$ cat config.mk
export PLATFORM = sky130hd
export DESIGN_NAME = exc_entry_ctrl
export DESIGN_NICKNAME = d
export VERILOG_FILES = /design/src/rtl/exc_pkg.sv /design/src/rtl/exc_arbiter.sv /design/src/rtl/exc_frame.sv /design/src/rtl/exc_seq_fsm.sv /design/src/rtl/exc_entry_ctrl.sv
export SDC_FILE = /design/constraint.sdc
export NUM_CORES = 1
export LEC_CHECK = 0
export BUFFER_PORTS_ARGS = -buffer_cell sky130_fd_sc_hd__buf_2
export CAP_MARGIN = 5
export CORE_MARGIN = 2
export CORE_UTILIZATION = 41
export DETAILED_ROUTE_END_ITERATION = 8
export GPL_TIMING_DRIVEN = 0
export PLACE_DENSITY = 0.75
export SYNTH_ARGS = -nofsm -noshare
export SYNTH_HDL_FRONTEND = slang
export SYNTH_SLANG_ARGS = --single-unit
$ cat constraint.sdc
create_clock -name clk -period 2.2 [get_ports clk]
set_clock_uncertainty 0.1 [all_clocks]
set_input_delay 0.33 -clock clk [delete_from_list [all_inputs] [get_ports clk]]
set_output_delay 0.33 -clock clk [all_outputs]
set_load 0.005 [all_outputs]
$ cat src/rtl/exc_pkg.sv
package exc_pkg;
    localparam int MODE_W  = 5;
    localparam int NUM_SRC = 7;
    localparam int T_BIT   = 5;
    localparam int F_BIT   = 6;
    localparam int I_BIT   = 7;
    localparam int VEC_W   = 8;

    localparam logic [MODE_W-1:0] MODE_USR = 5'b10000;
    localparam logic [MODE_W-1:0] MODE_FIQ = 5'b10001;
    localparam logic [MODE_W-1:0] MODE_IRQ = 5'b10010;
    localparam logic [MODE_W-1:0] MODE_SVC = 5'b10011;
    localparam logic [MODE_W-1:0] MODE_ABT = 5'b10111;
    localparam logic [MODE_W-1:0] MODE_UND = 5'b11011;

    typedef enum logic [2:0] {
        EK_RESET = 3'd0,
        EK_UNDEF = 3'd1,
        EK_SWI   = 3'd2,
        EK_PABT  = 3'd3,
        EK_DABT  = 3'd4,
        EK_IRQ   = 3'd5,
        EK_FIQ   = 3'd6
    } exc_kind_e;

    typedef enum logic [2:0] {
        ST_IDLE = 3'd0,
        ST_SAVE = 3'd1,
        ST_MODE = 3'd2,
        ST_LINK = 3'd3,
        ST_JUMP = 3'd4
    } entry_state_e;

    // Priority slot (0 = highest) to exception kind
    function automatic exc_kind_e prio_kind(input int slot);
        exc_kind_e k;
        unique case (slot)
            0:       k = EK_RESET;
            1:       k = EK_DABT;
            2:       k = EK_FIQ;
            3:       k = EK_IRQ;
            4:       k = EK_PABT;
            5:       k = EK_UNDEF;
            default: k = EK_SWI;
        endcase
        return k;
    endfunction

    function automatic logic [MODE_W-1:0] kind_mode(input exc_kind_e k);
        logic [MODE_W-1:0] m;
        unique case (k)
            EK_RESET, EK_SWI: m = MODE_SVC;
            EK_PABT, EK_DABT: m = MODE_ABT;
            EK_UNDEF:         m = MODE_UND;
            EK_IRQ:           m = MODE_IRQ;
            default:          m = MODE_FIQ;
        endcase
        return m;
    endfunction

    function automatic logic [VEC_W-1:0] kind_vector(input exc_kind_e k);
        logic [VEC_W-1:0] v;
        unique case (k)
            EK_RESET: v = 8'h00;
            EK_UNDEF: v = 8'h04;
            EK_SWI:   v = 8'h08;
            EK_PABT:  v = 8'h0C;
            EK_DABT:  v = 8'h10;
            EK_IRQ:   v = 8'h18;
            default:  v = 8'h1C;
        endcase
        return v;
    endfunction
endpackage

$ cat src/rtl/exc_arbiter.sv
module exc_arbiter #(
    parameter int N = 7
) (
    input  logic [N-1:0] req,
    output logic [N-1:0] grant,
    output logic         any
);
    always_comb begin
        grant = '0;
        any   = 1'b0;
        for (int i = 0; i < N; i++) begin
            if (req[i] && !any) begin
                grant[i] = 1'b1;
                any      = 1'b1;
            end
        end
    end
endmodule

$ cat src/rtl/exc_frame.sv
module exc_frame
    import exc_pkg::*;
#(
    parameter int DATA_W = 32
) (
    input  exc_kind_e            kind,
    input  logic [DATA_W-1:0]    psr,
    input  logic [DATA_W-1:0]    pc,
    output logic [MODE_W-1:0]    target_mode,
    output logic [DATA_W-1:0]    new_psr,
    output logic [DATA_W-1:0]    link,
    output logic [DATA_W-1:0]    vector,
    output logic                 keeps_context
);
    localparam int PAD_W = DATA_W - VEC_W;

    always_comb begin
        target_mode   = kind_mode(kind);
        keeps_context = (kind != EK_RESET);

        new_psr               = psr;
        new_psr[MODE_W-1:0]   = target_mode;
        new_psr[I_BIT]        = 1'b1;
        new_psr[T_BIT]        = 1'b0;
        if (kind == EK_FIQ || kind == EK_RESET)
            new_psr[F_BIT] = 1'b1;

        if (kind == EK_DABT || kind == EK_RESET)
            link = pc;
        else
            link = pc - DATA_W'(4);

        vector = {{PAD_W{1'b0}}, kind_vector(kind)};
    end
endmodule

$ cat src/rtl/exc_seq_fsm.sv
module exc_seq_fsm
    import exc_pkg::*;
(
    input  logic         clk,
    input  logic         rst_n,
    input  logic         start,
    output entry_state_e state
);
    entry_state_e nxt;

    always_ff @(posedge clk or negedge rst_n) begin
        if (!rst_n) state <= ST_IDLE;
        else        state <= nxt;
    end

    always_comb begin
        nxt = state;
        unique case (state)
            ST_IDLE: if (start) nxt = ST_SAVE;
            ST_SAVE: nxt = ST_MODE;
            ST_MODE: nxt = ST_LINK;
            ST_LINK: nxt = ST_JUMP;
            ST_JUMP: nxt = ST_IDLE;
            default: nxt = ST_IDLE;
        endcase
    end
endmodule

$ cat src/rtl/exc_entry_ctrl.sv
module exc_entry_ctrl
    import exc_pkg::*;
#(
    parameter int DATA_W = 32
) (
    input  logic              clk,
    input  logic              rst_n,
    input  logic              req_reset,
    input  logic              req_undef,
    input  logic              req_swi,
    input  logic              req_pabort,
    input  logic              req_dabort,
    input  logic              req_irq,
    input  logic              req_fiq,
    input  logic [DATA_W-1:0] cur_psr,
    input  logic [DATA_W-1:0] cur_pc,
    output logic              busy,
    output logic              spsr_wr_en,
    output logic [4:0]        spsr_wr_mode,
    output logic [DATA_W-1:0] spsr_wr_data,
    output logic              psr_wr_en,
    output logic [DATA_W-1:0] psr_wr_data,
    output logic              lr_wr_en,
    output logic [4:0]        lr_wr_mode,
    output logic [DATA_W-1:0] lr_wr_data,
    output logic              pc_wr_en,
    output logic [DATA_W-1:0] pc_wr_data
);
    entry_state_e        state;
    logic [NUM_SRC-1:0]  prio_req;
    logic [NUM_SRC-1:0]  grant;
    logic                any_req;
    logic                accept;
    logic                boot_pend_q;
    exc_kind_e           win_kind;
    exc_kind_e           kind_q;
    logic [DATA_W-1:0]   psr_q;
    logic [DATA_W-1:0]   pc_q;
    logic [MODE_W-1:0]   tgt_mode;
    logic [DATA_W-1:0]   nxt_psr;
    logic [DATA_W-1:0]   ret_addr;
    logic [DATA_W-1:0]   vec_addr;
    logic                keep_ctx;

    // Requests ordered by priority, slot 0 highest
    always_comb begin
        prio_req[0] = req_reset | boot_pend_q;
        prio_req[1] = req_dabort;
        prio_req[2] = req_fiq & ~cur_psr[F_BIT];
        prio_req[3] = req_irq & ~cur_psr[I_BIT];
        prio_req[4] = req_pabort;
        prio_req[5] = req_undef;
        prio_req[6] = req_swi;
    end

    exc_arbiter #(.N(NUM_SRC)) u_arb (
        .req   (prio_req),
        .grant (grant),
        .any   (any_req)
    );

    always_comb begin
        win_kind = EK_RESET;
        for (int i = 0; i < NUM_SRC; i++)
            if (grant[i]) win_kind = prio_kind(i);
    end

    assign accept = (state == ST_IDLE) && any_req;

    exc_seq_fsm u_fsm (
        .clk   (clk),
        .rst_n (rst_n),
        .start (accept),
        .state (state)
    );

    // Pending power-up entry and entry snapshot
    always_ff @(posedge clk or negedge rst_n) begin
        if (!rst_n) begin
            boot_pend_q <= 1'b1;
            kind_q      <= EK_RESET;
            psr_q       <= '0;
            pc_q        <= '0;
        end else if (accept) begin
            boot_pend_q <= 1'b0;
            kind_q      <= win_kind;
            psr_q       <= cur_psr;
            pc_q        <= cur_pc;
        end
    end

    exc_frame #(.DATA_W(DATA_W)) u_frame (
        .kind          (kind_q),
        .psr           (psr_q),
        .pc            (pc_q),
        .target_mode   (tgt_mode),
        .new_psr       (nxt_psr),
        .link          (ret_addr),
        .vector        (vec_addr),
        .keeps_context (keep_ctx)
    );

    // Output process: one register write per sequence state
    always_comb begin
        busy         = (state != ST_IDLE);
        spsr_wr_en   = 1'b0;
        psr_wr_en    = 1'b0;
        lr_wr_en     = 1'b0;
        pc_wr_en     = 1'b0;
        spsr_wr_mode = tgt_mode;
        lr_wr_mode   = tgt_mode;
        spsr_wr_data = psr_q;
        psr_wr_data  = nxt_psr;
        lr_wr_data   = ret_addr;
        pc_wr_data   = vec_addr;
        unique case (state)
            ST_IDLE: ;
            ST_SAVE: spsr_wr_en = keep_ctx;
            ST_MODE: psr_wr_en  = 1'b1;
            ST_LINK: lr_wr_en   = keep_ctx;
            ST_JUMP: pc_wr_en   = 1'b1;
            default: ;
        endcase
    end
endmodule

==> flow_summary.ini <==
[yosys]
synth_most_common_cell = sky130_fd_sc_hd__nand2_1
yosysWarnings = 0
synth.top_cells.by_count = 191 x sky130_fd_sc_hd__nand2_1, 71 x sky130_fd_sc_hd__buf_4, 70 x sky130_fd_sc_hd__dfrtp_1, 15 x sky130_fd_sc_hd__clkbuf_1, 15 x sky130_fd_sc_hd__xor2_1
synthCells = 481
post_synth_top_area_cell = sky130_fd_sc_hd__dfrtp_1
yosys.cell_types.count = 38
synth_ff_type = sky130_fd_sc_hd__dfrtp_1
synthesis.area_per_instance_sq_um = 8.33
synth-async-reset-ratio_pct = 100
synth_edf_count = 0
ys_seq_elements = 71
post-synth-top-area-fraction_pct = 43.7
netlist_top_cells_area = sky130_fd_sc_hd__dfrtp_1 44%, sky130_fd_sc_hd__nand2_1 18%, sky130_fd_sc_hd__buf_4 13%
synth.yosys.seq_area_share_pct = 44.4
netlist_area_sq_um = 4010

[timing]
achievable-frequency_mhz = 369
timing_max_transition_violations_final = 0
rsz0062_at_grt = yes
final_period_minus_worst_setup_slack_ps = 2710
number_of_endpoints_with_negative_hold_slack_in_the_final_report = 0
timing.slew.headroom_pct = 38.6
finalSetupViolations = 25
timing.hold.ws_ps = 3.28
tightestPinTransition_ps = 922
fin_ws_ps = -509
min_period_over_period_pct = 123

[routing]
routed_via_density = 4.60
routed_wl_microns = 11800
drc_errors = 0
dr_total_vias = 4006
detail_route.wl_per_cell_microns = 13.6
detail-route-antenna-nets = 0
dr.pass1.iters = 5
drt_iter0_markers = 100

[global_routing]
grt_pass1_wl_microns = 16600
grt_pass1_vias = 3598
globalRoute.totalOverflow = 0
grt_start_max_net_pins = 72
grt_usage_pct = 20.1
number_of_antenna_violations_at_the_first_check_in_global_routing = 0

[power]
combinationalPowerShare_pct = 53.8
power_density_nw_per_um2 = 1440
seq_power_share_pct = 30.1
peakVddDrop_uv = 682
p_switching_mw = 3.58
power_switching_share_pct = 40.3
p_clk_share_pct = 16.1
power.internal_mw = 5.30
cellLeakagePower_nw = 3.45

[final_layout]
area_growth_pct = 53.5
num_antenna_cells = 0
final_design_area_no_fill_sq_um = 6150
final-instance-count-excl-fill = 871
layout-drive-gt1-share_pct = 49.5
final_nets = 807

[setup_path]
critical_path.endpoint = lr_wr_data[28]
cp_slowest_stage_delay_ps = 580
cp-start-kind = flop
rr_endpoint = pc_q[14]$_DFFE_PN0P_
critical_path_required_ps = 1770
critPathKind = flop to output pin
crit_fanout = 6
arrival_time_of_data_at_the_critical_path_endpoint_ps = 2280
critPathLaunch = pc_q[17]$_DFFE_PN0P_
ordered_list_of_cells_on_the_worst_path = or4_4 > or4_4 > nor4_4 > xor2_1 > buf_2
critical_path.endpoint_type = output pin
setup.reg_to_reg.worst_slack_ps = 70
worst_reg2reg_startpoint = boot_pend_q$_DFFE_PN1P_
critPathMostFrequentCell = sky130_fd_sc_hd__or4_4
worst-r2r-cell-count = 6
cp_slowest_cell = sky130_fd_sc_hd__or4_4

[job]
max-cap-violations = 0

[outcome]
status = finished, violations left
failed_checks = setup timing

[placement]
io_buffer_count = 181
dpl_cell_area_sq_um = 5230
finalWeightedCongestion = 0.867
dp.final_hpwl_microns = 7820
dp_cell_count = 827

[floorplan]
core-area_sq_um = 9640
core.rowCount = 36
io-pin-count = 216
floorplan.initialDensity_pct = 41.6
full_die_area_sq_um = 10600
chipHeight_microns = 103
floorplan.die.width_microns = 103

[clock_network]
number_of_hold_buffers_added_after_cts = 0
cts_tree = done
cts_sinks = 71
cts_inserted_buffers = 9
cts.clk_slew.worst_paths_ps = 80
h_tree_levels = 3
clock_latency_of_the_later_clocked_register_in_the_worst_skew_pair_ps = 340
clk_root_buffer_cell = sky130_fd_sc_hd__clkbuf_8
cts-root-to-sink-buffers = 2

[worst_hold_path]
timing.hold.worst.class = primary input to async pin
repair_timing:
| item | 4_1_cts | 5_1_grt |
|---|---|---|
| pin swaps | 23 | 17 |
| resized for setup | 54 | 44 |
| gates cloned | 1 | 1 |
| setup buffers | 18 | 12 |
| setup endpoints to repair | 89 | 80 |
layer usage:
metal | vias to the layer above | GRT usage (%) | wire (microns)
met5 | - | 0 | 0
met4 | 0 | 7.49 | 246
met3 | 21 | 4.27 | 887
met2 | 178 | 34.9 | 6200
met1 | 1876 | 24.6 | 4510
li1 | 1931 | - | -
registers in the layout, summed over array words and instances, names as in the netlist:
register      cells
boot_pend_q       1
kind_q            3
pc_q             32
spsr_wr_data     32
u_fsm.state       3
cell type report:
class                           count  area [sq um]
Buffer                             85           634
Clock buffer                       11           151
Clock inverter                      5           128
Fill cell                         851          3490
Inverter                            6          22.5
Multi-Input combinational cell    347          2060
Sequential cell                    71          1780
Tap cell                          133           166
Timing Repair Buffer              213          1200
stage by stage:
| stage | TNS [ps] | worst slack [ps] | util (%) | total power, mW |
|---|---|---|---|---|
| 6_report | -8130 | -509 | 63.8 | 8.88 |
| 5_1_grt | -10570 | -616 | 63.8 | 9.58 |
| 4_1_cts | -7600 | -510 | 61.2 | 8.53 |
| 2_1_floorplan | -37.4 | -12.5 | - | 4.93 |
| 3_5_place_dp | -24960 | -563 | 54.2 | 6.56 |
| 3_3_place_gp | -22390 | -531 | 54.2 | 6.40 |
cell families (layout without fill, tap and decap cells):
logic type      after synthesis  count (layout)  synth area share [%]
buf+inv                      95             320                  15.6
fa+ha+maj                     1               1                 0.312
mux                           2               2                 0.562
compound gates               19              19                  3.56
other cells                   2              34                 0.187
simple gates                262             262                  29.0
xor+xnor                     29              29                  6.34
flops                        71              71                  44.4
worst min path at each step:
stage                                              end  cells after the start
after floorplan                  kind_q[0]$_DFFE_PN0P_                      0
after global placement             pc_q[0]$_DFFE_PN0P_                      2
after detailed placement   spsr_wr_data[1]$_DFFE_PN0P_                      2
after CTS                         pc_q[24]$_DFFE_PN0P_                      1
after global routing      spsr_wr_data[31]$_DFFE_PN0P_                      1
final                     spsr_wr_data[31]$_DFFE_PN0P_                      1
power groups by stage:
stage / Clock [mW] / Sequential (mW) / Combinational, mW
after floorplan: 0 / 2.48 / 2.45
after global placement: 0 / 2.54 / 3.86
after detailed placement: 0 / 2.57 / 3.99
after CTS: 1.46 / 2.57 / 4.50
after global routing: 1.51 / 2.76 / 5.31
final: 1.43 / 2.67 / 4.78
critical path: cells and delay by family (launching register included):
kind                   cells  cell delay [ps]
AND/OR/NAND/NOR            3             1250
flip-flops                 1              390
XOR/XNOR                   1              160
buffers and inverters      1              130
layout by cell type, fill, tap and decap left out, drive strengths merged, types with 6 or more instances in the layout:
master  instances
buf           288
clkbuf         21
conb           34
dfrtp          70
inv             6
nand2         191
nor2           13
nor3           11
nor4           11
or3             9
xnor2          14
xor2           15
(Power assumes the default switching activity.)
